$ cat config.mk
export PLATFORM = sky130hd
export DESIGN_NAME = wdt_service_timer
export DESIGN_NICKNAME = d
export VERILOG_FILES = /design/src/rtl/wdt_pkg.sv /design/src/rtl/wdt_prescaler.sv /design/src/rtl/wdt_timeout.sv /design/src/rtl/wdt_pulse.sv /design/src/rtl/wdt_service_timer.sv
export SDC_FILE = /design/constraint.sdc
export NUM_CORES = 1
export LEC_CHECK = 0
export BUFFER_PORTS_ARGS = -buffer_cell sky130_fd_sc_hd__buf_2
export CAP_MARGIN = 20
export CORE_MARGIN = 4
export CORE_UTILIZATION = 40
export CTS_BUF_LIST = sky130_fd_sc_hd__clkbuf_8
export DETAILED_ROUTE_END_ITERATION = 10
export SYNTH_ARGS = -nofsm -noshare
export SYNTH_HDL_FRONTEND = slang
export SYNTH_SLANG_ARGS = --single-unit
$ cat constraint.sdc
create_clock -name clk -period 5.41 [get_ports clk]
set_input_delay 1.082 -clock clk [delete_from_list [all_inputs] [get_ports clk]]
set_output_delay 1.082 -clock clk [all_outputs]
set_load 0.01 [all_outputs]
$ cat src/rtl/wdt_pkg.sv
package wdt_pkg;

    typedef enum logic {
        RATE_LONG  = 1'b0,
        RATE_SHORT = 1'b1
    } wdt_rate_e;

endpackage

$ cat src/rtl/wdt_prescaler.sv
module wdt_prescaler #(
    parameter int PRE_W   = 12,
    parameter int SHORT_W = 7,
    parameter int KEEP_W  = 4
) (
    input  logic                 clk,
    input  logic                 rst_n,
    input  logic                 clr_all,
    input  logic                 clr_upper,
    input  wdt_pkg::wdt_rate_e   rate,
    output logic [PRE_W-1:0]     pre_o,
    output logic                 tick_o
);
    typedef struct packed {
        logic [PRE_W-1:0] pre;
    } pre_state_t;

    pre_state_t st_d, st_q;
    logic [KEEP_W-1:0] low_inc;

    always_comb begin
        st_d    = st_q;
        low_inc = st_q.pre[KEEP_W-1:0] + {{(KEEP_W-1){1'b0}}, 1'b1};
        if (clr_all) begin
            st_d.pre = '0;
        end else if (clr_upper) begin
            st_d.pre = '0;
            st_d.pre[KEEP_W-1:0] = low_inc;
        end else begin
            st_d.pre = st_q.pre + {{(PRE_W-1){1'b0}}, 1'b1};
        end
    end

    always_ff @(posedge clk or negedge rst_n) begin
        if (!rst_n) st_q <= '0;
        else        st_q <= st_d;
    end

    assign pre_o  = st_q.pre;
    assign tick_o = (rate == wdt_pkg::RATE_SHORT) ? (&st_q.pre[SHORT_W-1:0])
                                                  : (&st_q.pre);

    // stop and power-on strobes leave the prescaler at zero
    a_r7_pre_cleared: assert property (@(posedge clk) disable iff (!rst_n)
        clr_all |=> (pre_o == '0));

    // service zeroes the upper stages while the low stages advance
    a_r3_upper_cleared: assert property (@(posedge clk) disable iff (!rst_n)
        (clr_upper && !clr_all) |=>
            ((pre_o[PRE_W-1:KEEP_W] == '0) &&
             (pre_o[KEEP_W-1:0] == KEEP_W'($past(pre_o[KEEP_W-1:0]) + 1'b1))));
endmodule

$ cat src/rtl/wdt_timeout.sv
module wdt_timeout #(
    parameter int PRE_W   = 12,
    parameter int CNT_W   = 6,
    parameter int SHORT_W = 7,
    parameter int KEEP_W  = 4
) (
    input  logic                 clk,
    input  logic                 rst_n,
    input  logic                 clr,
    input  logic                 tick,
    input  wdt_pkg::wdt_rate_e   rate,
    input  logic [PRE_W-1:0]     pre_i,
    output logic                 ovf_o
);
    localparam logic [PRE_W-1:0]   LONG_LAST  = PRE_W'((1 << PRE_W) - (1 << KEEP_W) - 1);
    localparam logic [SHORT_W-1:0] SHORT_LAST = SHORT_W'((1 << SHORT_W) - (1 << KEEP_W) - 1);

    typedef struct packed {
        logic [CNT_W-1:0] cnt;
    } cnt_state_t;

    cnt_state_t st_d, st_q;
    logic       pre_match;

    always_comb begin
        st_d = st_q;
        if (clr)       st_d.cnt = '0;
        else if (tick) st_d.cnt = st_q.cnt + {{(CNT_W-1){1'b0}}, 1'b1};
    end

    always_ff @(posedge clk or negedge rst_n) begin
        if (!rst_n) st_q <= '0;
        else        st_q <= st_d;
    end

    always_comb begin
        if (rate == wdt_pkg::RATE_SHORT) pre_match = (pre_i[SHORT_W-1:0] == SHORT_LAST);
        else                             pre_match = (pre_i == LONG_LAST);
    end

    assign ovf_o = (&st_q.cnt) && pre_match;

    // a clear leaves the counter at zero
    a_r8_cnt_cleared: assert property (@(posedge clk) disable iff (!rst_n)
        clr |=> (st_q.cnt == '0));

    // without clear or tick, the counter holds its value
    a_r7_cnt_kept: assert property (@(posedge clk) disable iff (!rst_n)
        (!clr && !tick) |=> $stable(st_q.cnt));
endmodule

$ cat src/rtl/wdt_pulse.sv
module wdt_pulse #(
    parameter int PULSE_LEN = 32
) (
    input  logic clk,
    input  logic rst_n,
    input  logic trig,
    input  logic stat_clr,
    output logic active_o,
    output logic flag_o
);
    localparam int LEN_W = $clog2(PULSE_LEN);

    typedef struct packed {
        logic             active;
        logic [LEN_W-1:0] left;
        logic             flag;
    } pulse_state_t;

    pulse_state_t st_d, st_q;

    always_comb begin
        st_d = st_q;
        if (st_q.active) begin
            if (st_q.left == '0) st_d.active = 1'b0;
            else                 st_d.left   = st_q.left - {{(LEN_W-1){1'b0}}, 1'b1};
        end else if (trig) begin
            st_d.active = 1'b1;
            st_d.left   = LEN_W'(PULSE_LEN - 1);
        end
        if (trig && !st_q.active) st_d.flag = 1'b1;
        else if (stat_clr)        st_d.flag = 1'b0;
    end

    always_ff @(posedge clk or negedge rst_n) begin
        if (!rst_n) st_q <= '0;
        else        st_q <= st_d;
    end

    assign active_o = st_q.active;
    assign flag_o   = st_q.flag;

    // each pulse is recorded in the flag
    a_r4_flag_on_pulse: assert property (@(posedge clk) disable iff (!rst_n)
        $rose(active_o) |-> flag_o);

    // only a clear strobe removes the flag
    a_r5_flag_sticky: assert property (@(posedge clk) disable iff (!rst_n)
        (flag_o && !stat_clr) |=> flag_o);
endmodule

$ cat src/rtl/wdt_service_timer.sv
module wdt_service_timer #(
    parameter int         PRE_W     = 12,
    parameter int         CNT_W     = 6,
    parameter int         SHORT_W   = 7,
    parameter int         KEEP_W    = 4,
    parameter int         PULSE_LEN = 32,
    parameter logic [7:0] RD_VALUE  = 8'h3C
) (
    input  logic       clk,
    input  logic       rst_n,
    input  logic       svc_wr,
    input  logic       stop_clr,
    input  logic       int_rst,
    input  logic       por_clr,
    input  logic       rate_sel,
    input  logic       wdt_dis,
    input  logic       stat_clr,
    output logic       wdt_rst_n,
    output logic       wdt_flag,
    output logic [7:0] rd_data
);
    wdt_pkg::wdt_rate_e rate;
    logic [PRE_W-1:0]   pre;
    logic               tick, ovf, hold, trig;
    logic               pre_clr_all, cnt_clr;

    assign rate        = wdt_pkg::wdt_rate_e'(rate_sel);
    assign pre_clr_all = int_rst | stop_clr | por_clr | hold;
    assign cnt_clr     = int_rst | svc_wr | hold;
    assign trig        = ovf & ~svc_wr & ~wdt_dis;

    wdt_prescaler #(.PRE_W(PRE_W), .SHORT_W(SHORT_W), .KEEP_W(KEEP_W)) u_pre (
        .clk(clk), .rst_n(rst_n), .clr_all(pre_clr_all), .clr_upper(svc_wr),
        .rate(rate), .pre_o(pre), .tick_o(tick)
    );

    wdt_timeout #(.PRE_W(PRE_W), .CNT_W(CNT_W), .SHORT_W(SHORT_W), .KEEP_W(KEEP_W)) u_cnt (
        .clk(clk), .rst_n(rst_n), .clr(cnt_clr), .tick(tick), .rate(rate),
        .pre_i(pre), .ovf_o(ovf)
    );

    wdt_pulse #(.PULSE_LEN(PULSE_LEN)) u_pulse (
        .clk(clk), .rst_n(rst_n), .trig(trig), .stat_clr(stat_clr),
        .active_o(hold), .flag_o(wdt_flag)
    );

    assign wdt_rst_n = ~hold;
    assign rd_data   = RD_VALUE;

    // a service write in the overflow cycle keeps the reset high
    a_r10_svc_wins: assert property (@(posedge clk) disable iff (!rst_n)
        (svc_wr && wdt_rst_n) |=> wdt_rst_n);

    // the disable input keeps the reset high
    a_r11_dis_blocks: assert property (@(posedge clk) disable iff (!rst_n)
        (wdt_dis && wdt_rst_n) |=> wdt_rst_n);

    // counting restarts from zero once the pulse ends
    a_r6_restart_zero: assert property (@(posedge clk) disable iff (!rst_n)
        $rose(wdt_rst_n) |-> (pre == '0));
endmodule

# [After elaboration in Yosys (flattened, before gate mapping)]
# Index checks and enable logic that the tools add are counted.
[word_totals] ff_bits=25 input_bits=9 output_inout_bits=10
[op_classes] add_sub_neg=4 eq_ne=3 n_mux=12 n_bitwise=10 reduce_logical=11
[ops] op="12-bit two-way mux" count=2
[ops] op="6-bit two-way mux" count=4
[ops] op="12-bit by 1-bit adder with 12-bit output, second input constant" count=1
[ops] op="12-bit equality test, second input constant" count=1
[ops] op="12-bit AND reduction" count=1
[ops] op="7-bit equality test, second input constant" count=1
[ops] op="7-bit AND reduction" count=1
[ops] op="6-bit by 1-bit adder with 6-bit output, second input constant" count=1
[ops] op="6-bit AND reduction" count=1
[ops] op="2-bit nonzero test" count=3
[ops] op="5-bit logical NOT" count=1
[ops] op="1-bit two-way mux" count=5
[ops] op="5-bit two-way mux" count=1
[ops] op="1-bit bitwise OR" count=5
[ops] op="5-bit by 1-bit subtractor with 5-bit output, second input constant" count=1
[ops] op="4-bit by 1-bit adder with 4-bit output, second input constant" count=1
[ops] op="1-bit inverter" count=3
[ops] op="1-bit AND" count=2
[ops] op="1-bit logical AND" count=2
[ops] op="2-bit inequality test, second input constant" count=1
[ops] op="2-bit AND reduction" count=1
[ops] op="1-bit logical NOT" count=1

# [Depth between registers and ports, before layout]
# Gate-level depths: netlist of run 1.
[depth] word_depth=7 depth_mapped=6

# [Hierarchy]
# A second synthesis of run 1 with hierarchy kept.
[hier_totals] hier_cells=140 area_unflattened_um2=1382.6
[by_module_without_submodules] mod="wdt_prescaler" instances=1 cells_each=60 area_each_um2=598.1 seq_area_each_um2=300.3
[by_module_without_submodules] mod="wdt_pulse" instances=1 cells_each=36 area_each_um2=382.9 seq_area_each_um2=175.2
[by_module_without_submodules] mod="wdt_timeout" instances=1 cells_each=30 area_each_um2=309.0 seq_area_each_um2=150.1
[by_module_without_submodules] mod="wdt_service_timer" instances=1 cells_each=14 area_each_um2=92.6 seq_area_each_um2=0.0

# [Worst setup path before layout of run 1]
# Ideal clock, no wire load.
[synth_path] path_type="input port to flip-flop" startpoint="input int_rst" endpoint="register u_pre.st_q, in the netlist u_pre.pre_o[10]" setup_ps=72 t_arrival_ps=2203 path_slack_ps=3135 path_stages=4 path_buffers=1 path_cell_list="or4_1 > or2_2 > clkbuf_1 > nor2_1"
[synth_rtl] item="start: declaration" line_no="wdt_service_timer.sv:13" text="input logic int_rst,"
[synth_rtl] item="end signal: assignment" line_no="wdt_prescaler.sv:36" text="else st_q <= st_d;"
[synth_rtl] item="end: declaration" line_no="wdt_prescaler.sv:18" text="pre_state_t st_d, st_q;"

# [Worst setup path in the final report of run 1]
[layout_path] startpoint="input rate_sel" endpoint="register u_pulse.st_q[3] in the netlist's numbering"
[layout_between] elab_chain_len=6
[layout_lines] item="start: declaration" line_no="wdt_service_timer.sv:15" text="input logic rate_sel,"
[layout_lines] item="1-bit two-way mux" line_no="wdt_timeout.sv:37" text="if (rate == wdt_pkg::RATE_SHORT) pre_match = (pre_i[SHORT_W-1:0] == SHORT_LAST);"
[layout_lines] item="1-bit logical AND" line_no="wdt_timeout.sv:41" text="assign ovf_o = (&st_q.cnt) && pre_match;"
[layout_lines] item="1-bit AND (2 in a row)" line_no="wdt_service_timer.sv:30" text="assign trig = ovf & ~svc_wr & ~wdt_dis;"
[layout_lines] item="2-bit nonzero test (no line)"
[layout_lines] item="2-bit AND reduction (no line)"
[layout_lines] item="end signal: assignment" line_no="wdt_pulse.sv:36" text="else st_q <= st_d;"
[layout_lines] item="end: declaration" line_no="wdt_pulse.sv:19" text="pulse_state_t st_d, st_q;"
# No other way between the ends.
# A chain may end at the register's enable or synchronous reset.

==> qor.yml, run 1 <==
crit_type: "in2reg"
worst_pin_slew_ps: 815.3
rows: 20
numCtsBuffers: 3
async_flop_share: 1.000
drt_pass1_iterations: 4
antenna_left: 0
final_common_cell: "dfrtp_1"
grt_max_degree: 26
cts_setup_buffers: 0
grt_usage: 0.1191
htree_levels: 1
dieArea_um2: 4294
clkSlewWorstSetupHoldPaths_ps: 80
antenna_cells: 0
fillers: 296
ys_seq_area_frac: 0.4726
antenna_found_initial: 0
synth-edff-count: 0
rsz0062_at_grt: "false"
hold_path.class: "reg2reg"
setup_viol: 0
synthFlopType: "dfrtp_1"
die_x_um: 65.53
first_global_vias: 876
root_buffer: "clkbuf_8"
synth_cells: 136
final_cell_count_no_fill: 189
numPortBuffers: 10
cts_tree: "built"
route.vias.total: 943
drv_cap: 0
cp.required_ps: 5530
total_leakage_power_nw: 0.6211
synth_area_leaders: "dfrtp_1 47%, xnor2_1 6.0%, buf_4 4.5%"
synth_area_um2: 1324
critPathMaxFanout: 13
syn_to_final_growth_pct: 6.522
drt-initial-drc-count: 41
die_height_um: 65.53
routed_wl_um: 2303
cts_sinks: 25
achievable-frequency_mhz: 457.4
overflow: 0
drive_gt1_frac: 0.1310
clk_latency_ps: 260
synthDominantCellAreaShare: 0.4726
syn_avg_cell_area_um2: 9.734
routedWlPerCell_um: 12.19
irDropWorstVdd_v: 0.0001278
clock_path_buffers: 2
crit_path_start_kind: "primary input"
drc: 0
synth-seq-cells: 25
powerDensity_nw_per_um2: 217.3
ys.warnings.count: 0
drv_slew: 0
ios: 19
ys_types: 34
place_congestion: 0.8204
endpoint_kind: "flop"
arrival_ps: 2310
final_net_count: 158
hold_viol_final: 0
grt_pass1_wl_um: 3946
slew_headroom: 0.4564
yosys.area.top_type: "dfrtp_1"
viasPerCell: 4.989
power_w: 0.0003064
tns_ps: 0
start_util: 0.4266
clock_skew_ps: 4.380
hpwlAfterDp_um: 1692
post_cts_resized: 0
placed_cells: 185
final.period_utilization: 0.4042
period_minus_slack_ps: 2186
status: "completed"
hold_buffers: 0
coreArea_um2: 3103
layout_common_cells: "25 x dfrtp_1, 13 x nor2_1, 11 x nand2_1, 10 x inv_1, 10 x buf_2"
[final cells by class]
| type | instances | area [um^2] | area share |
|---|---|---|---|
| Clock buffer | 3 | 41.29 | 0.02928 |
| Clock inverter | 1 | 3.754 | 0.002662 |
| Inverter | 9 | 33.78 | 0.02396 |
| Multi-Input combinational cell | 97 | 600.6 | 0.4259 |
| Sequential cell | 25 | 625.6 | 0.4437 |
| Tap cell | 44 | 55.05 | 0.03904 |
| Timing Repair Buffer | 10 | 50.05 | 0.03549 |
[where the power goes]
| group | internal, W | switching (W) | leakage, nW | total, W |
|---|---|---|---|---|
| Combinational | 0.00000317 | 0.0000104 | 0.245 | 0.0000135 |
| Clock | 0.0000507 | 0.0000548 | 0.0269 | 0.000105 |
| Sequential | 0.000187 | 0.000000387 | 0.349 | 0.000187 |
| Total | 0.000241 | 0.0000655 | 0.621 | 0.000306 |
[kinds of logic after synthesis]
group / synth area share
buf+inv: 0.09073
simple gates: 0.2410
flops: 0.4726
xor+xnor: 0.07940
fa+ha+maj: 0.02836
other cells: 0.005673
compound gates: 0.08223
[Yosys cell counts, drive strengths merged, types with 3 or more instances]
master,number
nand2,12
nand3,6
nor3,5
inv,9
nor2,13
ha,3
xnor2,9
or4,5
buf,10
dfrtp,25
xor2,3
o31ai,6
a21oi,6
[critical path, cell delays in order]
cell	delay, ps
buf_2	90
a21oi_1	630
nand4b_1	330
o311ai_0	170
[final timing paths]
path	startpoint	endpoint	slack [ps]	cells past startpoint
min in group asynchronous	rst_n	u_pulse.st_q[5]$_DFFE_PN0P_	800	1
max	rate_sel	u_pulse.st_q[3]$_DFFE_PN0P_	3220	4
min reg2reg	u_pulse.st_q[5]$_DFFE_PN0P_	u_pulse.st_q[5]$_DFFE_PN0P_	500	2
max in group asynchronous	rst_n	u_pre.pre_o[5]$_DFF_PN0_	4250	1
min	u_pulse.st_q[5]$_DFFE_PN0P_	u_pulse.st_q[5]$_DFFE_PN0P_	500	2
max reg2reg	u_pre.pre_o[8]$_DFF_PN0_	u_pulse.st_q[3]$_DFFE_PN0P_	3470	4
[flip-flops by register name, indices dropped and copies added (netlist names)]
register / flops
u_cnt.st_q: 6
u_pre.pre_o: 12
u_pulse.active_o: 1
u_pulse.flag_o: 1
u_pulse.st_q: 5
[per-layer routing]
layer | vias to the layer above | global-route usage | share of wire
li1 | 477 | - | -
met1 | 438 | 0.1549 | 0.47
met2 | 26 | 0.1858 | 0.46
met3 | 2 | 0.03932 | 0.063
met4 | 0 | 0.03886 | 0.012
met5 | - | 0 | 0
[metrics by stage]
step / hold WS [ps] / utilization / worst slack [ps] / instance area, um^2
final: 503.1 / 0.4544 / 3224 / 1410
after global routing: 533.9 / 0.4544 / 3091 / 1410
after CTS: 509.0 / 0.4544 / 3242 / 1410
after detailed placement: 491.1 / 0.4399 / 2946 / 1365
after global placement: 474.8 / 0.4399 / 2995 / 1365
after floorplan: 454.4 / - / 3135 / 1346
No activity file was read; power rests on OpenSTA's default activity.
==> run 2, diff against run 1 <==
- clock period: 5.41 -> 2.3 ns (I/O delays scaled with it)
==> qor.yml, run 2 (synthesis results as in run 1) <==
status: "completed"  # unchanged
arrival_ps: 1940  # was 2310 ps
die_x_um: 65.53  # unchanged
routedWlPerCell_um: 12.56  # was 12.19 um
fillers: 321  # was 296
ios: 19  # unchanged
final_cell_count_no_fill: 190  # was 189
numPortBuffers: 10  # unchanged
hold_path.class: "in2async"  # was reg2reg
hpwlAfterDp_um: 1736  # was 1692 um
top_layer: "met4"  # unchanged
antenna_cells: 0  # unchanged
critPathMaxFanout: 5  # was 13
met2_length_um: 1159  # was 1049 um
placed_cells: 186  # was 185
route.vias.total: 964  # was 943
die_height_um: 65.53  # unchanged
grt_pass1_wl_um: 4222  # was 3946 um
numCtsBuffers: 3  # unchanged
cp.required_ps: 2450  # was 5530 ps
coreArea_um2: 3103  # unchanged
wl_met3_um: 115  # was 146 um
drv_slew: 0  # unchanged
multi_input_area_um2: 600.6  # unchanged
viasPerCell: 5.074  # was 4.989
grt_usage: 0.1255  # was 0.1191
grt_max_degree: 26  # unchanged
final.period_utilization: 0.7805
tns_ps: 0  # unchanged
r2r_start: "u_pulse.st_q[1]$_DFFE_PN0P_"  # was u_pre.pre_o[8]$_DFF_PN0_
htree_levels: 1  # unchanged
drive_gt1_frac: 0.1370  # was 0.1310
clk_latency_ps: 260  # about the same
hold_viol_final: 0  # unchanged
clock_path_buffers: 2  # unchanged
cts_sinks: 25  # unchanged
drt_pass1_iterations: 4  # unchanged
root_buffer: "clkbuf_8"  # unchanged
power_w: 0.0007288  # was 0.0003064 W
largest_register_ffs: 12  # unchanged
antenna_found_initial: 0  # unchanged
rsz0062_at_grt: "false"  # unchanged
cts_tree: "built"  # unchanged
period_minus_slack_ps: 1795
r2r-end: "u_pulse.st_q[1]$_DFFE_PN0P_"  # was u_pulse.st_q[3]$_DFFE_PN0P_
drv_cap: 0  # unchanged
rows: 20  # unchanged
cts_setup_buffers: 0  # unchanged
endpoint_kind: "flop"  # unchanged
setup_viol: 0  # unchanged
final_net_count: 159  # was 158
clock_skew_ps: 1.909  # was 4.380 ps
r2r_slack_ps: 500  # was 3470 ps
postLayoutCoreUtil: 0.4569  # was 0.4544
routed_wl_um: 2387  # was 2303 um
dieArea_um2: 4294  # unchanged
clkSlewWorstSetupHoldPaths_ps: 80  # about the same
first_global_vias: 961  # was 876
slew_headroom: 0.6352  # was 0.4564
syn_to_final_growth_pct: 7.089  # was 6.522%
drc: 0  # unchanged
antenna_left: 0  # unchanged
drt-initial-drc-count: 79  # was 41
achievable-frequency_mhz: 557.0
irDropWorstVdd_v: 0.0002268  # was 0.0001278 V
worst_pin_slew_ps: 547.2  # was 815.3 ps
final_common_cell: "dfrtp_1"  # unchanged
layout_common_cells: "25 x dfrtp_1, 13 x nor2_1, 11 x nand2_1, 10 x inv_1, 10 x buf_2"  # unchanged
overflow: 0  # unchanged
r2r_cells: 6  # was 4
crit_path_start_kind: "flop"  # was primary input
seq_area_um2: 625.6  # unchanged
met1_length_um: 1083  # was 1079 um
start_util: 0.4266  # unchanged
crit_type: "reg2reg"  # was in2reg
post_cts_resized: 0  # unchanged
powerDensity_nw_per_um2: 514.1  # was 217.3 nW/um^2
total_leakage_power_nw: 0.6260  # was 0.6211 nW
place_congestion: 0.8325  # was 0.8204
hold_buffers: 0  # unchanged
## run 2: changes by cell type in the layout (fill, tap and decap cells not counted)
cell / delta
buf_4: +1
## run 2: power by group
group / internal, W / leakage [nW] / switching, W
registers: 0.000440 / 0.349 / 0.000000849
clock network: 0.000119 / 0.0269 / 0.000135
logic: 0.00000859 / 0.250 / 0.0000248
## run 2: per-layer routing
metal,up-vias,track usage
li1,476,-
met1,462,0.1613
met2,22,0.2048
met3,4,0.01709
met4,0,0.06477
met5,-,0
## run 2: layout make-up
class / count / area share
Tap cell: 44 / 0.03883
Sequential cell: 25 / 0.4413
Clock buffer: 3 / 0.02913
Timing Repair Buffer: 11 / 0.04060
Multi-Input combinational cell: 97 / 0.4237
Inverter: 9 / 0.02383
Clock inverter: 1 / 0.002648
## run 2: critical path, cell delays in order, from the launching register on
cell     delay (ps)
dfrtp_1         380
inv_1            90
ha_1            190
or4b_2          610
nand2_1         190
xnor2_1         140
nand2_1          70
## run 2: worst max path at each step
stage	cells after the start	to	startpoint	slack (ps)
floorplan	6	u_cnt.st_q[5]$_DFFE_PN0P_	u_pre.pre_o[0]$_DFF_PN0_	540
global placement	4	u_pre.pre_o[4]$_DFF_PN0_	int_rst	500
detailed placement	4	u_pre.pre_o[4]$_DFF_PN0_	int_rst	500
CTS	6	u_pulse.st_q[1]$_DFFE_PN0P_	u_pulse.st_q[1]$_DFFE_PN0P_	500
global route	5	u_cnt.st_q[5]$_DFFE_PN0P_	u_pre.pre_o[0]$_DFF_PN0_	380
finish	6	u_pulse.st_q[1]$_DFFE_PN0P_	u_pulse.st_q[1]$_DFFE_PN0P_	500
## run 2: metrics by stage
step / hold slack [ps] / instance area (um^2) / setup WS [ps]
after CTS: 192.4 / 1418 / 496.0
after floorplan: 164.4 / 1346 / 541.6
after detailed placement: 478.3 / 1373 / 501.9
after global routing: 221.7 / 1418 / 380.4
after global placement: 466.7 / 1373 / 498.2
final: 168.9 / 1418 / 504.8
==> run 3, diff against run 2 <==
- clock period: 2.3 -> 1.5 ns (I/O delays scaled with it)
==> qor.yml, run 3 (synthesis results as in run 1) <==
setup_viol: 7  # was 0
drc: 0  # unchanged
clockPowerShare: 0.350  # was 0.349
layout_common_cells: "25 x dfrtp_1, 23 x buf_4, 13 x nor2_1, 10 x buf_2"  # was 25 x dfrtp_1, 13 x nor2_1, 11 x nand2_1, 10 x inv_1, 10 x buf_2
total_leakage_power_nw: 0.7620  # was 0.6260 nW
p_comb_frac: 0.053  # was 0.046
hold_viol_final: 0  # unchanged
p_seq_frac: 0.597  # was 0.605
drive_gt1_frac: 0.3626  # was 0.1370
endpoint_kind: "flop"  # unchanged
clkSlewWorstSetupHoldPaths_ps: 90  # was 80 ps
slew_headroom: 0.6272  # was 0.6352
cts_sinks: 25  # unchanged
hpwlAfterDp_um: 2053  # was 1736 um
clock_path_buffers: 2  # unchanged
numPortBuffers: 10  # unchanged
cp.required_ps: 1650  # was 2450 ps
cts_tree: "built"  # unchanged
fillers: 299  # was 321
start_util: 0.4266  # unchanged
crit_path_start_kind: "flop"  # unchanged
final_net_count: 184  # was 159
tns_ps: -378.2  # was 0 ps
dieArea_um2: 4294  # unchanged
routed_wl_um: 2795  # was 2387 um
route.vias.total: 1074  # was 964
arrival_ps: 1750  # was 1940 ps
root_buffer: "clkbuf_8"  # unchanged
status: "finished with violations"  # was completed
final.period_utilization: 1.064  # was 0.7805
largest_register_ffs: 12  # unchanged
antenna_found_initial: 0  # unchanged
grt_pass1_wl_um: 4671  # was 4222 um
die_height_um: 65.53  # unchanged
r2r_start: "u_pre.pre_o[0]$_DFF_PN0_"  # was u_pulse.st_q[1]$_DFFE_PN0P_
antenna_left: 0  # unchanged
violations: "setup timing"
irDropWorstVdd_v: 0.0005361  # was 0.0002268 V
grt_max_degree: 26  # unchanged
fin_area_um2: 1717  # was 1418 um^2
powerDensity_nw_per_um2: 660.2  # was 514.1 nW/um^2
crit_type: "reg2reg"  # unchanged
grt_usage: 0.1395  # was 0.1255
overflow: 0  # unchanged
critPathLaunch: "u_pre.pre_o[0]$_DFF_PN0_"  # was u_pulse.st_q[1]$_DFFE_PN0P_
rows: 20  # unchanged
coreArea_um2: 3103  # unchanged
clk_latency_ps: 270  # was 260 ps
intPower_w: 0.0008770  # was 0.0005679 W
final_common_cell: "dfrtp_1"  # unchanged
period_minus_slack_ps: 1596  # was 1795 ps
whs_ps: 11.77  # was 168.9 ps
final_cell_count_no_fill: 215  # was 190
ios: 19  # unchanged
drt_pass1_iterations: 4  # unchanged
switchingPower_w: 0.0002564  # was 0.0001609 W
drt-initial-drc-count: 29  # was 79
achievable-frequency_mhz: 626.5  # was 557.0 MHz
viasPerCell: 4.995  # was 5.074
p_sw_frac: 0.2262  # was 0.2208
seq_area_um2: 625.6  # unchanged
worst_slack_ps: -96.18  # was 504.8 ps
placed_cells: 209  # was 186
routedWlPerCell_um: 13.00  # was 12.56 um
clock_skew_ps: 1.764  # was 1.909 ps
syn_to_final_growth_pct: 29.68  # was 7.089%
first_global_vias: 1063  # was 961
place_congestion: 0.7620  # was 0.8325
critPathMaxFanout: 4  # was 5
htree_levels: 1  # unchanged
antenna_cells: 0  # unchanged
rsz0062_at_grt: "true"  # was false
drv_cap: 0  # unchanged
postPlaceCellArea_um2: 1558  # was 1373 um^2
hold_path.class: "in2async"  # unchanged
worst_pin_slew_ps: 559.3  # was 547.2 ps
drv_slew: 0  # unchanged
multi_input_area_um2: 711.9  # was 600.6 um^2
numCtsBuffers: 3  # unchanged
die_x_um: 65.53  # unchanged
[run 3: repair_timing]
action                                  in CTS  in global routing
buffers inserted                             1                  0
endpoints found under the setup margin       7                 13
hold buffers                                 0                  0
pin swaps                                    4                  5
endpoints found under the hold margin        0                  0
gates resized for setup                      8                 14
gates cloned                                 1                  0
[run 3: final cells by class]
type | instances | share of cell area
clock buffer | 3 | 0.02405
clock inverter | 1 | 0.002187
inverter | 9 | 0.01968
multi-input combinational | 98 | 0.4147
sequential | 25 | 0.3644
tap | 44 | 0.03207
timing repair buffer | 35 | 0.1429
[run 3: worst max-delay path, cell delays in order (launching register included)]
cell and delay (ps):
dfrtp_1 410, ha_4 170, nand4_4 80, or2_2 330, buf_4 160, o21ai_0 240, a21oi_2 90
[run 3: final timing paths]
| check | depth (start not counted) | to | slack (ps) |
|---|---|---|---|
| min in group clk | 2 | u_pulse.flag_o$_DFFE_PN0P_ | 210 |
| setup / recovery | 6 | u_cnt.st_q[0]$_DFFE_PN0P_ | -100 |
| setup reg to reg | 6 | u_cnt.st_q[0]$_DFFE_PN0P_ | -100 |
| max in group asynchronous | 1 | u_cnt.st_q[4]$_DFFE_PN0P_ | 1120 |
| hold reg to reg | 2 | u_pulse.flag_o$_DFFE_PN0P_ | 530 |
| hold / removal | 1 | u_pre.pre_o[9]$_DFF_PN0_ | 10 |
[run 3: through the flow]
step | total power (W) | utilization | setup slack, ps
global placement | 0.0007472 | 0.5020 | -55.68
detailed placement | 0.0007490 | 0.5020 | -103.3
global route | 0.001184 | 0.5532 | -135.7
finish | 0.001133 | 0.5532 | -96.18
floorplan | 0.0007298 | - | -190.9
CTS | 0.001145 | 0.5367 | -93.18
[run 3: power groups by stage]
stage | Sequential, W | Combinational, W | Clock, W
final | 0.000676 | 0.0000605 | 0.000397
after global routing | 0.000676 | 0.0000687 | 0.000439
after CTS | 0.000676 | 0.0000604 | 0.000409
after detailed placement | 0.000689 | 0.0000600 | 0
after global placement | 0.000689 | 0.0000585 | 0
after floorplan | 0.000689 | 0.0000404 | 0
[run 3: metal layers]
layer | global-route usage | share of wire
met1 | 0.1695 | 0.44
met2 | 0.2503 | 0.51
met3 | 0.02393 | 0.039
met4 | 0.04145 | 0.0079
met5 | 0 | 0
